### src/rtl/triwire_pkg.sv
package triwire_pkg;
  localparam int RAM_DEPTH   = 31;
  localparam int CLK_REGS    = 8;
  localparam int TIME_REGS   = CLK_REGS - 1;
  localparam int CTRL_IDX    = CLK_REGS - 1;
  localparam int CHG_IDX     = CLK_REGS;
  localparam int BURST_IDX   = 31;
  localparam int IDX_W       = 5;
  localparam int SH_W        = $clog2(CLK_REGS);

  typedef struct packed {
    logic              regWe;
    logic [3:0]        regIdx;
    logic              ramWe;
    logic [IDX_W-1:0]  ramIdx;
    logic              shWe;
    logic [SH_W-1:0]   shIdx;
    logic [7:0]        wdata;
    logic              commit;
  } dpStrobeT;
endpackage

### src/rtl/triwire_datapath.sv
module triwire_datapath
  import triwire_pkg::*;
(
  input  logic             clk,
  input  logic             rstN,
  input  dpStrobeT         stb,
  input  logic             rdBank,
  input  logic [IDX_W-1:0] rdIdx,
  output logic [7:0]       rdData,
  output logic             wp
);
  logic [7:0] timeRegs [TIME_REGS];
  logic [7:0] chgReg;
  logic [7:0] ram      [RAM_DEPTH];
  logic [7:0] shadow   [CLK_REGS];

  for (genvar g = 0; g < TIME_REGS; g++) begin : g_time
    always_ff @(posedge clk or negedge rstN) begin
      if (!rstN) timeRegs[g] <= '0;
      else if (stb.commit && !wp) timeRegs[g] <= shadow[g];
      else if (stb.regWe && stb.regIdx == 4'(g)) timeRegs[g] <= stb.wdata;
    end
  end

  always_ff @(posedge clk or negedge rstN) begin
    if (!rstN) begin
      wp     <= 1'b0;
      chgReg <= '0;
    end else begin
      if (stb.commit) wp <= shadow[CTRL_IDX][7];
      else if (stb.regWe && stb.regIdx == 4'(CTRL_IDX)) wp <= stb.wdata[7];
      if (stb.regWe && stb.regIdx == 4'(CHG_IDX)) chgReg <= stb.wdata;
    end
  end

  for (genvar g = 0; g < RAM_DEPTH; g++) begin : g_ram
    always_ff @(posedge clk or negedge rstN) begin
      if (!rstN) ram[g] <= '0;
      else if (stb.ramWe && stb.ramIdx == IDX_W'(g)) ram[g] <= stb.wdata;
    end
  end

  for (genvar g = 0; g < CLK_REGS; g++) begin : g_shadow
    always_ff @(posedge clk or negedge rstN) begin
      if (!rstN) shadow[g] <= '0;
      else if (stb.shWe && stb.shIdx == SH_W'(g)) shadow[g] <= stb.wdata;
    end
  end

  always_comb begin
    rdData = '0;
    if (rdBank) begin
      if (int'(rdIdx) < RAM_DEPTH) rdData = ram[rdIdx];
    end else if (int'(rdIdx) < TIME_REGS) begin
      rdData = timeRegs[rdIdx[SH_W-1:0]];
    end else if (int'(rdIdx) == CTRL_IDX) begin
      rdData = {wp, 7'b0};
    end else if (int'(rdIdx) == CHG_IDX) begin
      rdData = chgReg;
    end
  end

  p_lock_clock_r9: assert property (@(posedge clk) disable iff (!rstN)
    (stb.regWe && wp) |-> (stb.regIdx == 4'(CTRL_IDX)));
  p_lock_ram_r9: assert property (@(posedge clk) disable iff (!rstN)
    stb.ramWe |-> !wp);
  p_ram_range_r8: assert property (@(posedge clk) disable iff (!rstN)
    stb.ramWe |-> (int'(stb.ramIdx) < RAM_DEPTH));
endmodule

### src/rtl/triwire_ctrl.sv
module triwire_ctrl
  import triwire_pkg::*;
#(
  parameter int SYNC_STAGES = 2
)(
  input  logic             clk,
  input  logic             rstN,
  input  logic             ce,
  input  logic             sclk,
  input  logic             sdIn,
  input  logic             wp,
  input  logic [7:0]       rdData,
  output logic             rdBank,
  output logic [IDX_W-1:0] rdIdx,
  output dpStrobeT         stb,
  output logic             sdOut,
  output logic             sdOe
);
  typedef enum logic [1:0] {ST_CMD, ST_IGNORE, ST_WR, ST_RD} stateT;

  logic [SYNC_STAGES-1:0] ceSync, sclkSync, sdSync;
  logic ceS, sclkS, sdS, sclkPrev, cePrev;
  logic rise, fall, ceFall;

  always_ff @(posedge clk or negedge rstN) begin
    if (!rstN) begin
      ceSync   <= '0;
      sclkSync <= '0;
      sdSync   <= '0;
      sclkPrev <= 1'b0;
      cePrev   <= 1'b0;
    end else begin
      ceSync   <= {ceSync[SYNC_STAGES-2:0], ce};
      sclkSync <= {sclkSync[SYNC_STAGES-2:0], sclk};
      sdSync   <= {sdSync[SYNC_STAGES-2:0], sdIn};
      sclkPrev <= sclkS;
      cePrev   <= ceS;
    end
  end

  assign ceS    = ceSync[SYNC_STAGES-1];
  assign sclkS  = sclkSync[SYNC_STAGES-1];
  assign sdS    = sdSync[SYNC_STAGES-1];
  assign rise   = ceS && sclkS && !sclkPrev;
  assign fall   = ceS && !sclkS && sclkPrev;
  assign ceFall = cePrev && !ceS;

  stateT            state;
  logic [2:0]       bitCnt, outCnt;
  logic [7:0]       shiftIn, rdShift;
  logic             bank, burst, rdActive;
  logic [IDX_W-1:0] addr;
  logic [5:0]       byteIdx;
  logic [3:0]       shCount;
  logic [7:0]       inByte;
  logic             byteDone;
  logic [IDX_W-1:0] cmdAddr;
  logic [5:0]       rdLimit;

  assign inByte   = {sdS, shiftIn[7:1]};
  assign byteDone = rise && (bitCnt == 3'd7);
  assign cmdAddr  = inByte[5:1];
  assign rdLimit  = bank ? 6'(RAM_DEPTH) : 6'(CLK_REGS);

  always_comb begin
    if (state == ST_CMD) begin
      rdBank = inByte[6];
      rdIdx  = (int'(cmdAddr) == BURST_IDX) ? '0 : cmdAddr;
    end else begin
      rdBank = bank;
      rdIdx  = IDX_W'(byteIdx + 6'd1);
    end
  end

  always_comb begin
    stb       = '0;
    stb.wdata = inByte;
    if (state == ST_WR && byteDone) begin
      if (!bank) begin
        if (burst) begin
          if (int'(byteIdx) < CLK_REGS) begin
            stb.shWe  = 1'b1;
            stb.shIdx = byteIdx[SH_W-1:0];
          end
        end else if (byteIdx == 6'd0 && int'(addr) <= CHG_IDX &&
                     (!wp || int'(addr) == CTRL_IDX)) begin
          stb.regWe  = 1'b1;
          stb.regIdx = addr[3:0];
        end
      end else if (!wp) begin
        if (burst) begin
          if (int'(byteIdx) < RAM_DEPTH) begin
            stb.ramWe  = 1'b1;
            stb.ramIdx = byteIdx[IDX_W-1:0];
          end
        end else if (byteIdx == 6'd0 && int'(addr) < RAM_DEPTH) begin
          stb.ramWe  = 1'b1;
          stb.ramIdx = addr;
        end
      end
    end
    stb.commit = ceFall && state == ST_WR && !bank && burst &&
                 int'(byteIdx) == CLK_REGS && bitCnt == 3'd0;
  end

  always_ff @(posedge clk or negedge rstN) begin
    if (!rstN) begin
      state    <= ST_CMD;
      bitCnt   <= '0;
      outCnt   <= '0;
      shiftIn  <= '0;
      rdShift  <= '0;
      bank     <= 1'b0;
      burst    <= 1'b0;
      addr     <= '0;
      byteIdx  <= '0;
      rdActive <= 1'b0;
      sdOut    <= 1'b0;
      sdOe     <= 1'b0;
      shCount  <= '0;
    end else if (!ceS) begin
      state    <= ST_CMD;
      bitCnt   <= '0;
      outCnt   <= '0;
      byteIdx  <= '0;
      rdActive <= 1'b0;
      sdOe     <= 1'b0;
      shCount  <= '0;
    end else begin
      if (stb.shWe) shCount <= shCount + 4'd1;
      if (rise) begin
        shiftIn <= inByte;
        bitCnt  <= bitCnt + 3'd1;
        if (byteDone) begin
          case (state)
            ST_CMD: begin
              if (!inByte[7]) begin
                state <= ST_IGNORE;
              end else begin
                bank    <= inByte[6];
                addr    <= cmdAddr;
                burst   <= (int'(cmdAddr) == BURST_IDX);
                byteIdx <= '0;
                if (inByte[0]) begin
                  state    <= ST_RD;
                  rdShift  <= rdData;
                  outCnt   <= '0;
                  rdActive <= 1'b1;
                end else begin
                  state <= ST_WR;
                end
              end
            end
            ST_WR: if (byteIdx != 6'h3F) byteIdx <= byteIdx + 6'd1;
            default: ;
          endcase
        end
      end
      if (fall && state == ST_RD) begin
        if (rdActive) begin
          sdOut  <= rdShift[0];
          sdOe   <= 1'b1;
          outCnt <= outCnt + 3'd1;
          if (outCnt == 3'd7) begin
            if (burst && (byteIdx + 6'd1) < rdLimit) begin
              rdShift <= rdData;
              byteIdx <= byteIdx + 6'd1;
            end else begin
              rdActive <= 1'b0;
            end
          end else begin
            rdShift <= rdShift >> 1;
          end
        end else begin
          sdOe <= 1'b0;
        end
      end
    end
  end

  p_oe_in_read_r2: assert property (@(posedge clk) disable iff (!rstN)
    sdOe |-> (state == ST_RD));
  p_ce_drop_r4: assert property (@(posedge clk) disable iff (!rstN)
    !ceS |=> !sdOe);
  p_ignore_quiet_r3: assert property (@(posedge clk) disable iff (!rstN)
    (state == ST_IGNORE) |-> (!stb.regWe && !stb.ramWe && !stb.shWe && !sdOe));
  p_commit_exact_r7: assert property (@(posedge clk) disable iff (!rstN)
    stb.commit |-> (int'(shCount) == CLK_REGS));
endmodule

### src/rtl/triwire_regif.sv
module triwire_regif
  import triwire_pkg::*;
#(
  parameter int SYNC_STAGES = 2
)(
  input  logic clk,
  input  logic rstN,
  input  logic ce,
  input  logic sclk,
  input  logic sdIn,
  output logic sdOut,
  output logic sdOe
);
  dpStrobeT         stb;
  logic             rdBank;
  logic [IDX_W-1:0] rdIdx;
  logic [7:0]       rdData;
  logic             wp;

  triwire_ctrl #(.SYNC_STAGES(SYNC_STAGES)) u_ctrl (
    .clk(clk), .rstN(rstN), .ce(ce), .sclk(sclk), .sdIn(sdIn),
    .wp(wp), .rdData(rdData), .rdBank(rdBank), .rdIdx(rdIdx),
    .stb(stb), .sdOut(sdOut), .sdOe(sdOe)
  );

  triwire_datapath u_dp (
    .clk(clk), .rstN(rstN), .stb(stb), .rdBank(rdBank), .rdIdx(rdIdx),
    .rdData(rdData), .wp(wp)
  );
endmodule

### config.mk
export PLATFORM = sky130hd
export DESIGN_NAME = triwire_regif
export DESIGN_NICKNAME = d
export VERILOG_FILES = /design/src/rtl/triwire_pkg.sv /design/src/rtl/triwire_datapath.sv /design/src/rtl/triwire_ctrl.sv /design/src/rtl/triwire_regif.sv
export SDC_FILE = /design/constraint.sdc
export NUM_CORES = 1
export LEC_CHECK = 0
export BUFFER_PORTS_ARGS = -buffer_cell sky130_fd_sc_hd__buf_2
export CAP_MARGIN = 0
export CORE_MARGIN = 2
export CORE_UTILIZATION = 44
export CTS_CLUSTER_SIZE = 10
export DETAILED_ROUTE_END_ITERATION = 10
export PLACE_DENSITY_LB_ADDON = 0.3
export SYNTH_ARGS = -nofsm -noshare
export SYNTH_HDL_FRONTEND = slang
export SYNTH_SLANG_ARGS = --single-unit
### constraint.sdc
create_clock -name clk -period 3.8 [get_ports clk]
set_clock_uncertainty 0.1 [all_clocks]
set_input_delay 0.57 -clock clk [delete_from_list [all_inputs] [get_ports clk]]
set_output_delay 0.57 -clock clk [all_outputs]
set_load 0.05 [all_outputs]
# ---- Word level (Yosys, flattened, before mapping)
# Index checks and enable logic that the tools add are counted.
# Widths: inputs -> output; s select.
dict set report totals {
  out_inout_bits 2
  word_cells 319
  regBits 425
  inputBits 5
}
dict set report op_classes {
  reduce_logical 90
  bitwise_logic 2
  n_eq_ne 59
  mux 91
  order_cmp 9
  n_addsub 3
}
# op n
set ops {}
lappend ops {{$mux 8} 32}
lappend ops {{$mux 6} 14}
lappend ops {{$eq 5x5->1 const B} 16}
lappend ops {{$logic_and 1x1->1} 66}
lappend ops {{$eq 5x4->1 const B} 10}
lappend ops {{$bmux 8 s5} 1}
lappend ops {{$mux 3} 10}
lappend ops {{$mux 5} 6}
lappend ops {{$bmux 8 s3} 1}
lappend ops {{$eq 5x3->1 const B} 4}
lappend ops {{$eq 3x3->1 const B} 6}
lappend ops {{$mux 1} 17}
lappend ops {{$eq 4x3->1 const B} 4}
lappend ops {{$reduce_bool 2->1} 8}
lappend ops {{$mux 15} 1}
lappend ops {{$mux 4} 3}
lappend ops {{$pmux 6 s2} 1}
lappend ops {{$eq 5x1->1 const B} 2}
lappend ops {{$eq 5x2->1 const B} 2}
lappend ops {{$lt 5x5->1 const B} 2}
lappend ops {{$mux 2} 5}
lappend ops {{$eq 4x2->1 const B} 2}
lappend ops {{$ne 2x2->1 const B} 4}
lappend ops {{$add 3x1->3 const B} 2}
lappend ops {{27 further kinds} 35}

# ---- Longest topological paths before layout
# Gate-level depths: netlist of run 1.
dict set report logic_depth {
  ltp_word 18
  depth_mapped 13
  depth_no_buf 10
}

# ---- Cells and area by module
# A second synthesis of run 1 with hierarchy kept.
dict set report unflattened {
  cells_unflattened 1613
  area_unflattened_um2 20289.5
}
# mod n_inst cells_each area_per_inst_um2 seq_area_each_um2
set by_module_without_submodules {}
lappend by_module_without_submodules {triwire_datapath 1 1316 17380.4 9258.9}
lappend by_module_without_submodules {triwire_ctrl 1 297 2909.0 1176.1}

# ---- Worst setup path after synthesis of run 1
# OpenSTA, ideal clock, no wires.
dict set report synth_path {
  path_kind {reg2reg}
  start {reg u_ctrl.byteIdx[1]}
  end {reg u_dp.ram[0] (netlist bit)}
  t_required_ns 3.575
  stages_incl_launch_ff 12
  arrival_time_ns 2.918
  path_buffers 3
  setup_slack_ns 0.657
  setup_ns 0.125
  synth_period_minus_slack_ns 3.143
  cell_sequence {dfrtp_1 > buf_2 > inv_1 > ha_1 > or4b_4 > nor3_4 > a21oi_2 > or4_1 > buf_2 > or2_1 > buf_6 > mux2_4}
}
dict set report synth_between {
  elab_chain_len 9
  word_cells_on_any_way 11
  cone_classes {order compare (1); eq/ne (1); mux (6); reduce/logical (3)}
}
# item line_no
set synth_lines {}
lappend synth_lines {{from (decl)} triwire_ctrl.sv:53} ;# logic [5:0] byteIdx;
lappend synth_lines {{from (signal assigned)} triwire_ctrl.sv:154} ;# ST_WR: if (byteIdx != 6'h3F) byteIdx <= byteIdx + 6'd1;
lappend synth_lines {{from (signal assigned)} triwire_ctrl.sv:167} ;# byteIdx <= byteIdx + 6'd1;
lappend synth_lines {{branches (longest 3 deep; another with $lt 6x5->1)} --}
lappend synth_lines {{$mux 6 (*)} triwire_ctrl.sv:91} ;# if (burst) begin
lappend synth_lines {{$mux 6 (*)} triwire_ctrl.sv:90} ;# end else if (!wp) begin
lappend synth_lines {{$mux 6 (*)} triwire_ctrl.sv:79} ;# if (!bank) begin
lappend synth_lines {{$mux 15 (*)} triwire_ctrl.sv:78} ;# if (state == ST_WR && byteDone) begin
lappend synth_lines {{$eq 5x5->1} triwire_datapath.sv:39} ;# else if (stb.ramWe && stb.ramIdx == IDX_W'(g)) ram[g] <= stb.wdata;
lappend synth_lines {{$logic_and 1x1->1 (*)} triwire_datapath.sv:39}
lappend synth_lines {{to (signal, indexed assignment)} triwire_datapath.sv:39}
lappend synth_lines {{to (decl)} triwire_datapath.sv:14} ;# logic [7:0] ram [RAM_DEPTH];
# Mark *: on every way between the ends.
# A chain may end at the register's enable or synchronous reset.

# ---- Worst setup path after layout of run 1
dict set report layout_path {
  start {reg u_ctrl.byteIdx[1]}
  end {reg u_dp.ram[128] (netlist bit)}
}
dict set report layout_between {
  elab_chain_len 9
  word_cells_on_any_way 11
  cone_classes {order compare (1); eq/ne (1); mux (6); reduce/logical (3)}
}
# item line_no
set layout_lines {}
lappend layout_lines {{branches (longest 3 deep; another with $lt 6x5->1)} --}
lappend layout_lines {{$mux 6 (*)} triwire_ctrl.sv:91}
lappend layout_lines {{$mux 6 (*)} triwire_ctrl.sv:90}
lappend layout_lines {{$mux 6 (*)} triwire_ctrl.sv:79}
lappend layout_lines {{$mux 15 (*)} triwire_ctrl.sv:78}
lappend layout_lines {{$eq 5x4->1} triwire_datapath.sv:39}
lappend layout_lines {{$logic_and 1x1->1 (*)} triwire_datapath.sv:39}
# Marks and branches as above.

==> results of run 1 <==
## worst max-delay path: stages, from the launching register on
cell,delay (ns)
dfrtp_1,0.37
inv_1,0.15
ha_1,0.19
or4b_4,0.48
nor3_4,0.29
a21oi_2,0.17
or4_1,0.80
or2_1,0.52
mux2_4,0.37
## timing repair
action                                 CTS  global route
hold buffers                             4             0
gates resized for setup                  0             0
endpoints found under the hold margin   66             0
## worst paths after layout
path | slack [ns] | startpoint | depth (start not counted) | end
setup / recovery | 0.22 | u_ctrl.byteIdx[1] | 8 | u_dp.ram[128]
hold / removal | 0.25 | u_ctrl.sdSync[0] | 0 | u_ctrl.sdSync[1]
setup reg to reg | 0.22 | u_ctrl.byteIdx[1] | 8 | u_dp.ram[128]
hold reg to reg | 0.25 | u_ctrl.sdSync[0] | 0 | u_ctrl.sdSync[1]
max in group asynchronous | 2.09 | rstN | 3 | u_dp.ram[133]
min in group asynchronous | 0.52 | rstN | 2 | u_dp.shadow[20]
## layer usage
layer / vias to the layer above / global-route usage (%)
li1: 6530 / -
met2: 425 / 38.5
met4: 0 / 9.41
met1: 7555 / 35.0
met5: - / 0
met3: 124 / 4.20
## cell type report
type | count | area (um^2)
multi-input combinational | 1232 | 9360
clock inverter | 1 | 16.3
fill | 4005 | 22700
tap | 600 | 751
timing repair buffer | 112 | 946
sequential | 417 | 10400
inverter | 15 | 56.3
clock buffer | 62 | 1340
## power by group through the flow
stage	combinational, uW	clock (uW)	sequential (uW)
floorplan	1090	0	4560
global placement	2030	0	4620
detailed placement	2040	0	4620
CTS	2050	4260	4540
global route	2180	4440	4540
finish	2080	4190	4550
## per-stage QoR
step                power [uW]  cells  hold WS [ns]  util (%)  worst slack [ns]
CTS                      10800   2439         0.250      50.3             0.259
finish                   10800   2439         0.251      50.3             0.223
global route             11200   2439         0.269      50.3            0.0227
floorplan                 5650   1801         0.174         -             0.657
global placement          6640   2372         0.235      47.2             0.292
detailed placement        6660   2372         0.240      47.2             0.274
## flip-flops by register name, indices dropped and copies added, names as in the netlist, 2 cells and up
signal           count
u_ctrl.sdSync        2
u_ctrl.sclkSync      2
u_ctrl.outCnt        3
u_ctrl.rdShift       8
u_dp.chgReg          8
u_dp.shadow         57
u_ctrl.ceSync        2
u_ctrl.state         2
u_dp.ram           248
u_dp.timeRegs       56
u_ctrl.byteIdx       6
u_ctrl.shiftIn       7
u_ctrl.bitCnt        3
u_ctrl.addr          5
## cells in the mapped netlist, types with 13 or more instances
cell | instances | area (um^2)
a21oi_1 | 48 | 240
nand3_1 | 41 | 205
buf_2 | 26 | 130
mux2i_1 | 107 | 1070
mux2_4 | 16 | 240
o21ai_0 | 110 | 551
a211oi_1 | 13 | 97.6
nand2_1 | 252 | 946
inv_1 | 14 | 52.6
mux2_2 | 305 | 3430
nor3_1 | 17 | 85.1
o211ai_1 | 15 | 113
nand4_1 | 18 | 113
nor2_2 | 17 | 106
clkbuf_1 | 106 | 398
nor2_1 | 50 | 188
dfrtp_1 | 417 | 10400
## cells by family (layout without fill, tap and decap cells)
group / after synthesis / in the layout / share of synthesized area (%)
buf+inv: 152 / 190 / 3.09
simple gates: 479 / 479 / 11.1
xor+xnor: 5 / 5 / 0.215
mux: 433 / 433 / 23.8
compound gates: 305 / 305 / 9.96
flops: 417 / 417 / 51.2
fa+ha+maj: 10 / 10 / 0.614
==> impl_metrics.json, run 1 <==
{
  "synthesis.nets": 1816,
  "routed_wl_um": 58200,
  "arrival_ns": 3.94,
  "placed_area_um2": 21500,
  "wl_met3_um": 3490,
  "p_comb_share_pct": 19.2,
  "yosysSeqAreaShare_pct": 51.2,
  "ys_warn_count": 0,
  "drive_above_1_share_pct": 29.7,
  "clkPwrFrac_pct": 38.8,
  "status": "finished, final reports clean",
  "start_util_pct": 44.7,
  "cts_tree": "built",
  "fmax_ghz": 0.280,
  "die_area_um2": 48100,
  "synth_edf_count": 0,
  "drc": 0,
  "mostFrequentLayoutCells": "dfrtp_1 (410), mux2_2 (305), nand2_1 (252)",
  "finalCriticalPeriod_ns": 3.58,
  "switching_power_uw": 3350,
  "initialDrtViolationCount": 1349,
  "final_common_cell": "dfrtp_1",
  "fin_nets": 1841,
  "num_rows": 78,
  "grt_pass1_vias": 14900,
  "vias": 14600,
  "fin_crit_sh_pct": 94.1,
  "clk_latency_ns": 0.59,
  "wl_per_cell_um": 23.9,
  "drtAntennaViolNets": 0,
  "num_antenna_cells": 0,
  "dp_hpwl_um": 38600,
  "core_area_um2": 45600,
  "vias_per_cell": 6.00,
  "portBuffers": 6,
  "fp.dieW_um": 219,
  "required_ns": 4.17,
  "cts-buffers-inserted": 48,
  "syn2layout_area_growth_pct": 12.3,
  "route.met2.wl_um": 26600,
  "slew_headroom_pct": 14.5,
  "synthFlopType": "dfrtp_1",
  "top_layer": "met4",
  "dieHeight_um": 219,
  "clk_pin_slew_ns": 0.06,
  "path_max_fanout": 8,
  "antenna_found_initial": 0,
  "powerDensity_nw_per_um2": 472,
  "met1_length_um": 26100,
  "worst_pin_slew_ns": 1.27,
  "grt_max_degree": 113,
  "finalMaxSlewViolations": 0,
  "hold_violations": 0,
  "syn_inst": 1801,
  "setup_viol": 0,
  "power.leakage_uw": 0.0108,
  "vdd_drop_max_uv": 343,
  "track_usage_pct": 24.9,
  "cts_sinks": 417,
  "gr-total-overflow": 0,
  "worst_setup_path_start_kind": "flip-flop",
  "clockBufferDepth": 3,
  "p_int_uw": 7460,
  "synth.avg_cell_area_um2": 11.3,
  "root_buffer": "clkbuf_16",
  "tns_ns": 0,
  "dr.pass1.iters": 5,
  "crit_type": "flip-flop to flip-flop",
  "rsz0062_at_grt": "false",
  "synth_area_um2": 20400,
  "pwr-share-seq_pct": 42.0,
  "ys_ff_latch": 417,
  "cap_violations": 0,
  "place.gp.congestion": 0.954,
  "cts.htree.levels": 2,
  "synthArstFlopShare_pct": 100,
  "synth_cell_type_count": 86,
  "hold_path_class": "flip-flop to flip-flop",
  "post_cts_buffers": 0,
  "switching_share_pct": 31.0,
  "grt_pass1_wl_um": 91200,
  "io_pins": 7,
  "fin_area_um2": 22900,
  "end_kind": "flip-flop"
}
Power figures use the tool's default switching activity.
==> run 2, diff against run 1 <==
SYNTH_HIERARCHICAL = 1   (was unset)
==> run 2 against run 1 <==
Against the previous run:
- first-iteration DRC count fell by 20%
- cell count shrank 8.4%
- flip-flop and latch count did not move
- clock power is 4% lower
- setup slack lost 0.10 ns
- routed wire length decreased by 13%
==> impl_metrics.json, run 2 <==
{
  "num_antenna_cells": 0,
  "end_kind": "flip-flop",
  "required_ns": 4.17,
  "multiInputGateArea_um2": 9200,
  "die_area_um2": 47800,
  "grt_max_degree": 113,
  "fin_nets": 1634,
  "root_buffer": "clkbuf_16",
  "fmax_ghz": 0.272,
  "status": "finished, final reports clean",
  "crit_type": "flip-flop to flip-flop",
  "num_rows": 78,
  "pwr-share-seq_pct": 40.2,
  "final_common_cell": "dfrtp_1",
  "antenna_found_initial": 0,
  "vias_per_cell": 5.95,
  "synth_cell_type_count": 73,
  "synthesis.nets": 1628,
  "core_area_um2": 45500,
  "clk_pin_slew_ns": 0.06,
  "synthTopCellsByArea": "dfrtp_1 (51%), mux2_2 (18%), mux2i_1 (8.0%)",
  "dp_hpwl_um": 32500,
  "ys_warn_count": 6,
  "cts_tree": "built",
  "regArea_um2": 10400,
  "cts-buffers-inserted": 48,
  "hold_path_class": "flip-flop to flip-flop",
  "drtAntennaViolNets": 0,
  "critical-path-max-stage-delay_ns": 0.48,
  "dr.pass1.iters": 7,
  "hold_violations": 0,
  "utilization_pct": 49.4,
  "p_int_uw": 7680,
  "grt_use_met3_pct": 3.63,
  "vdd_drop_max_uv": 383,
  "use_met2_pct": 34.1,
  "critPathSlowestCell": "a2111oi_1",
  "met1_usage_pct": 31.2,
  "grt_pass1_vias": 13600,
  "cts_sinks": 417,
  "cap_violations": 0,
  "place_ws_ns": 0.193,
  "finalPower_uw": 11200,
  "finalMaxSlewViolations": 0,
  "synth.avg_cell_area_um2": 12.6,
  "largest_reg_flops": 248,
  "biggestRegsByFlops": "u_dp/ram (248), u_dp/shadow (57), u_dp/timeRegs (56)",
  "path_delay_family": "compound AO/OA/AOI/OAI gates",
  "fp.dieW_um": 219,
  "arrival_ns": 4.05,
  "synthMostInstantiatedCell": "dfrtp_1",
  "track_usage_pct": 21.7,
  "io_pins": 7,
  "mostFrequentLayoutCells": "dfrtp_1 (409), mux2_2 (327), mux2i_1 (162)",
  "timing.rr.end": "u_ctrl/rdShift[7]",
  "routed_wl_um": 50800,
  "rsz0062_at_grt": "false",
  "ys_ff_latch": 417,
  "portBuffers": 6,
  "syn_inst": 1613,
  "powerDensity_nw_per_um2": 499,
  "yosysSeqAreaShare_pct": 51.4,
  "cts.htree.levels": 2,
  "fillerInstances": 4014,
  "drc": 0,
  "synthFlopType": "dfrtp_1",
  "tns_ns": 0,
  "switching_share_pct": 31.5,
  "setup_viol": 0,
  "path_cells": "ha_1 > xor2_1 > nor2_1 > a21oi_2 > buf_4 > nor2_1 > buf_4 > a22o_1 > a2111oi_1 > buf_4 > nor4_1 > o22ai_1 > a21oi_1 > a2111oi_2",
  "place.gp.congestion": 0.857,
  "regMostFlops": "u_dp/ram",
  "post-synth-top-area-fraction_pct": 51.4,
  "fin_crit_sh_pct": 96.8,
  "grt_pass1_wl_um": 80400,
  "p_comb_share_pct": 23.7,
  "switching_power_uw": 3530,
  "slew_headroom_pct": 47.0,
  "synth_area_um2": 20300,
  "worst_pin_slew_ns": 0.775,
  "vias": 13300,
  "cpMostUsedCell": "buf_4",
  "worst-path-buf-inv": 3,
  "r2r_cells": 14,
  "clk_latency_ns": 0.59,
  "start_util_pct": 44.6,
  "whs_path_depth": 0,
  "worst_setup_path_start_kind": "flip-flop",
  "syn2layout_area_growth_pct": 10.8,
  "synth_edf_count": 0,
  "dieHeight_um": 219,
  "power.leakage_uw": 0.0105,
  "gr-total-overflow": 0,
  "r2r_setup_slack_ns": 0.12,
  "synthArstFlopShare_pct": 100,
  "top_usage_layer": "met2",
  "finalCriticalPeriod_ns": 3.68,
  "reg2reg_from": "u_ctrl/byteIdx[1]",
  "drive_above_1_share_pct": 32.1,
  "hold_path_end": "u_ctrl/sdSync[1]",
  "ys_top_cells_by_count": "dfrtp_1 (417), mux2_2 (327), mux2i_1 (162)",
  "path_max_fanout": 24,
  "clkPwrFrac_pct": 36.1,
  "initialDrtViolationCount": 1073,
  "wl_per_cell_um": 22.7,
  "clockBufferDepth": 3,
  "synth_area_leader_cell": "dfrtp_1",
  "min_from": "u_ctrl/sdSync[0]",
  "setup_ws_ns": 0.121
}
## run 2: final cells by class
class                           count  area share (%)
Tap cell                          600            3.34
Inverter                           12           0.200
Timing Repair Buffer               83            3.24
Clock inverter                      3           0.100
Sequential cell                   417            46.5
Multi-Input combinational cell   1057            40.9
Clock buffer                       63            5.69
## run 2: worst max-delay path by stage
stage,slack [ns],cells after the start,to,from
global route,0.02,14,u_ctrl/rdShift[6],u_ctrl/shiftIn[4]
CTS,0.15,14,u_ctrl/rdShift[7],u_ctrl/byteIdx[1]
detailed placement,0.19,14,u_ctrl/rdShift[7],u_ctrl/byteIdx[1]
finish,0.12,14,u_ctrl/rdShift[7],u_ctrl/byteIdx[1]
global placement,0.28,14,u_ctrl/rdShift[7],u_ctrl/byteIdx[1]
floorplan,0.70,14,u_ctrl/rdShift[7],u_ctrl/state[0]
## run 2: power groups by stage
stage | clock [uW] | combinational [uW] | sequential [uW]
floorplan | 0 | 1710 | 4580
global placement | 0 | 2620 | 4590
detailed placement | 0 | 2650 | 4590
CTS | 4150 | 2660 | 4510
global route | 4320 | 2820 | 4510
finish | 4040 | 2660 | 4510
## run 2: kinds of logic (layout without fill, tap and decap cells)
group,count (synthesis),count (layout),share of synthesized area [%]
compound gates,233,233,7.93
xor+xnor,5,5,0.216
fa+ha+maj,10,10,0.617
buf+inv,139,161,3.40
flops,417,417,51.4
mux,506,506,28.0
simple gates,303,303,8.37
## run 2: stage by stage
step / hold slack (ns) / area (um^2) / instances
after floorplan: 0.174 / 20300 / 1613
after global placement: 0.244 / 21100 / 2165
after detailed placement: 0.240 / 21100 / 2165
after CTS: 0.253 / 22500 / 2235
after global routing: 0.269 / 22500 / 2235
final: 0.251 / 22500 / 2235
## run 2: what timing repair did
item | 4_1_cts | 5_1_grt
setup buffers | 0 | 0
hold buffers | 4 | 0
gates resized for setup | 0 | 1
setup endpoints to repair | 0 | 1
hold endpoints to repair | 57 | 0
## run 2: worst reg2reg max path, stage by stage (launching register included)
cell and delay [ns]:
dfrtp_1 0.46, ha_1 0.27, xor2_1 0.29, nor2_1 0.09
a21oi_2 0.17, buf_4 0.17, nor2_1 0.04, buf_4 0.25
a22o_1 0.28, a2111oi_1 0.49, buf_4 0.21, nor4_1 0.06
o22ai_1 0.22, a21oi_1 0.11, a2111oi_2 0.37
## run 2: routing by layer
layer,part of all wire (%),up-vias
met5,0,-
li1,-,5918
met1,47,6966
met2,46,339
met4,1.9,0
met3,5.4,72
==> run 3, diff against run 2 <==
ABC_AREA = 1   (was unset)
==> run 3 against run 2 <==
Against the previous run:
- area after synthesis grew 1.5%
- hold slack worse by 0.0066 ns
- register-to-register slack better by 0.16 ns
- setup slack better by 0.16 ns
- combinational power decreased by 25%
- via count rose by 34%
- routed wire length grew 17%
- critical path depth grew 4
- first-iteration DRC count is 73% higher
- critical path type unchanged
- critical endpoint is now u_ctrl/rdShift[6]
- largest power group unchanged
==> impl_metrics.json, run 3 <==
{
  "vdd_drop_max_uv": 363,
  "die_area_um2": 48500,
  "hold_violations": 0,
  "arrival_ns": 3.91,
  "min_from": "u_ctrl/ceSync[0]",
  "portBuffers": 6,
  "synth_area_um2": 20600,
  "dp_hpwl_um": 38000,
  "synth.avg_cell_area_um2": 7.62,
  "ys_warn_count": 6,
  "regMostFlops": "u_dp/ram",
  "final_common_cell": "nand2_1",
  "grt_max_degree": 99,
  "setup_ws_ns": 0.276,
  "regArea_um2": 10400,
  "worst_pin_slew_ns": 0.848,
  "tns_ns": 0,
  "synthArstFlopShare_pct": 100,
  "drc": 0,
  "mostFrequentLayoutCells": "nand2_1 (981), dfrtp_1 (417), o21ai_0 (341)",
  "dieHeight_um": 220,
  "timing.rr.end": "u_ctrl/rdShift[6]",
  "whs_path_depth": 0,
  "clk_pin_slew_ns": 0.06,
  "grt_pass1_vias": 17100,
  "crit_type": "flip-flop to flip-flop",
  "routed_wl_um": 59500,
  "slew_headroom_pct": 43.3,
  "track_usage_pct": 25.2,
  "fmax_ghz": 0.284,
  "finalCriticalPeriod_ns": 3.52,
  "r2r_cells": 18,
  "synth_edf_count": 0,
  "path_max_fanout": 19,
  "drtAntennaViolNets": 0,
  "synthFlopType": "dfrtp_1",
  "vias_per_cell": 5.42,
  "finalMaxSlewViolations": 0,
  "vias": 17800,
  "fin_nets": 2683,
  "clk_latency_ns": 0.59,
  "powerDensity_nw_per_um2": 473,
  "io_pins": 7,
  "ys_top_cells_by_count": "nand2_1 (981), dfrtp_1 (417), o21ai_0 (344)",
  "r2r_setup_slack_ns": 0.28,
  "utilization_pct": 48.6,
  "gr-total-overflow": 0,
  "cts_tree": "built",
  "cap_violations": 0,
  "start_util_pct": 44.4,
  "fin_crit_sh_pct": 92.7,
  "end_kind": "flip-flop",
  "grt_pass1_wl_um": 95400,
  "reg2reg_from": "u_ctrl/byteIdx[1]",
  "syn_inst": 2701,
  "clockBufferDepth": 3,
  "post-synth-top-area-fraction_pct": 50.7,
  "fp.dieW_um": 220,
  "ys_ff_latch": 417,
  "cts.htree.levels": 2,
  "place.gp.congestion": 0.929,
  "synthMostInstantiatedCell": "nand2_1",
  "cts-buffers-inserted": 49,
  "synthesis.nets": 2716,
  "status": "finished, final reports clean",
  "num_antenna_cells": 0,
  "biggestRegsByFlops": "u_dp/ram (248), u_dp/shadow (57), u_dp/timeRegs (56)",
  "place_ws_ns": 0.232,
  "worst_setup_path_start_kind": "flip-flop",
  "rsz0062_at_grt": "true",
  "dr.pass1.iters": 7,
  "cts_sinks": 417,
  "hold_path_end": "u_ctrl/ceSync[1]",
  "setup_viol": 0,
  "largest_reg_flops": 248,
  "power.leakage_uw": 0.0105,
  "initialDrtViolationCount": 1860,
  "syn2layout_area_growth_pct": 9.42,
  "wl_per_cell_um": 18.1,
  "root_buffer": "clkbuf_16",
  "required_ns": 4.19,
  "fillerInstances": 4505,
  "hold_path_class": "flip-flop to flip-flop",
  "yosysSeqAreaShare_pct": 50.7,
  "synth_area_leader_cell": "dfrtp_1",
  "multiInputGateArea_um2": 8380,
  "drive_above_1_share_pct": 6.52,
  "core_area_um2": 46400,
  "synth_cell_type_count": 44,
  "antenna_found_initial": 1,
  "synthTopCellsByArea": "dfrtp_1 (51%), nand2_1 (18%), o21ai_0 (8.4%)",
  "num_rows": 79
}
[run 3: cell count changes after synthesis, moves of 19 or more]
cell / change
nand4_1: +21
a22oi_1: -24
o21ai_1: +43
mux2_2: -327
nand3_1: +237
a22o_1: -19
nor2b_1: -20
o21ai_0: +268
buf_2: +21
nand2_1: +880
a211oi_1: -26
mux2i_1: -162
nor2_1: +79
inv_1: +236
[run 3: area by class of cell]
| type | instances | area share [%] |
|---|---|---|
| clock buffers | 62 | 5.79 |
| clock inverters | 4 | 0.222 |
| inverters | 261 | 4.40 |
| well taps | 607 | 3.37 |
| flip-flops and latches | 417 | 46.3 |
| multi-input cells | 1873 | 37.2 |
| repair buffers | 66 | 2.67 |
[run 3: per-layer routing]
layer  track usage, %  part of all wire (%)  vias to the layer above
li1                 -                     -                     8501
met1             35.3                    45                     8509
met2             39.2                    45                      684
met3             4.78                   7.4                      135
met4             8.86                   3.2                        0
met5                0                     0                        -
[run 3: cells by family (layout without fill, tap and decap cells)]
| group | Yosys count | in the layout | share of synthesized area, % |
|---|---|---|---|
| AO/OA/AOI/OAI | 445 | 445 | 11.3 |
| adder cells (fa/ha/maj) | 10 | 10 | 0.608 |
| AND/OR/NAND/NOR | 1418 | 1418 | 28.7 |
| flip-flops | 417 | 417 | 50.7 |
| buffers and inverters | 411 | 393 | 8.75 |
[run 3: metrics by stage]
stage	instances	cell area (um^2)	total power, uW	hold slack [ns]
final	3290	22500	10700	0.244
after CTS	3290	22500	10700	0.246
after floorplan	2701	20600	5780	0.174
after global routing	3290	22500	11100	0.250
after detailed placement	3220	21100	6530	0.238
after global placement	3220	21100	6530	0.233
[run 3: power by group]
part           total, uW  internal [uW]  leakage (uW)  switching [uW]
Clock               4170           2380      0.000660            1790
Combinational       1990            484       0.00408            1510
Sequential          4500           4470       0.00580            29.4
[run 3: worst max-delay path by stage]
stage                 startpoint                 to  slack (ns)  cells past startpoint
2_1_floorplan  u_ctrl/byteIdx[0]  u_ctrl/rdShift[4]        1.11                     23
3_3_place_gp   u_ctrl/shiftIn[2]  u_ctrl/rdShift[5]        0.29                     23
3_5_place_dp   u_ctrl/shiftIn[2]  u_ctrl/rdShift[5]        0.23                     23
4_1_cts        u_ctrl/shiftIn[2]  u_ctrl/rdShift[5]        0.18                     23
5_1_grt        u_ctrl/shiftIn[2]  u_ctrl/rdShift[5]        0.01                     23
6_report       u_ctrl/byteIdx[1]  u_ctrl/rdShift[6]        0.28                     18
[run 3: what timing repair did]
item,CTS,global route
hold endpoints to repair,67,0
resized for setup,0,5
hold buffers,4,0
endpoints found under the setup margin,0,16
buffers inserted,0,0
[run 3: worst max-delay path: stages (launching register included)]
cell	delay, ns
dfrtp_1	0.43
ha_1	0.22
nand2_1	0.10
inv_1	0.04
or2_2	0.34
o21ai_2	0.22
clkinvlp_4	0.45
o21ai_0	0.33
inv_1	0.17
nand3_1	0.20
nand2_1	0.08
nand2_1	0.10
nand2_1	0.14
o21ai_2	0.17
nand2_1	0.08
nand3_1	0.08
nand2_1	0.06
nand2_1	0.06
nand2_1	0.04
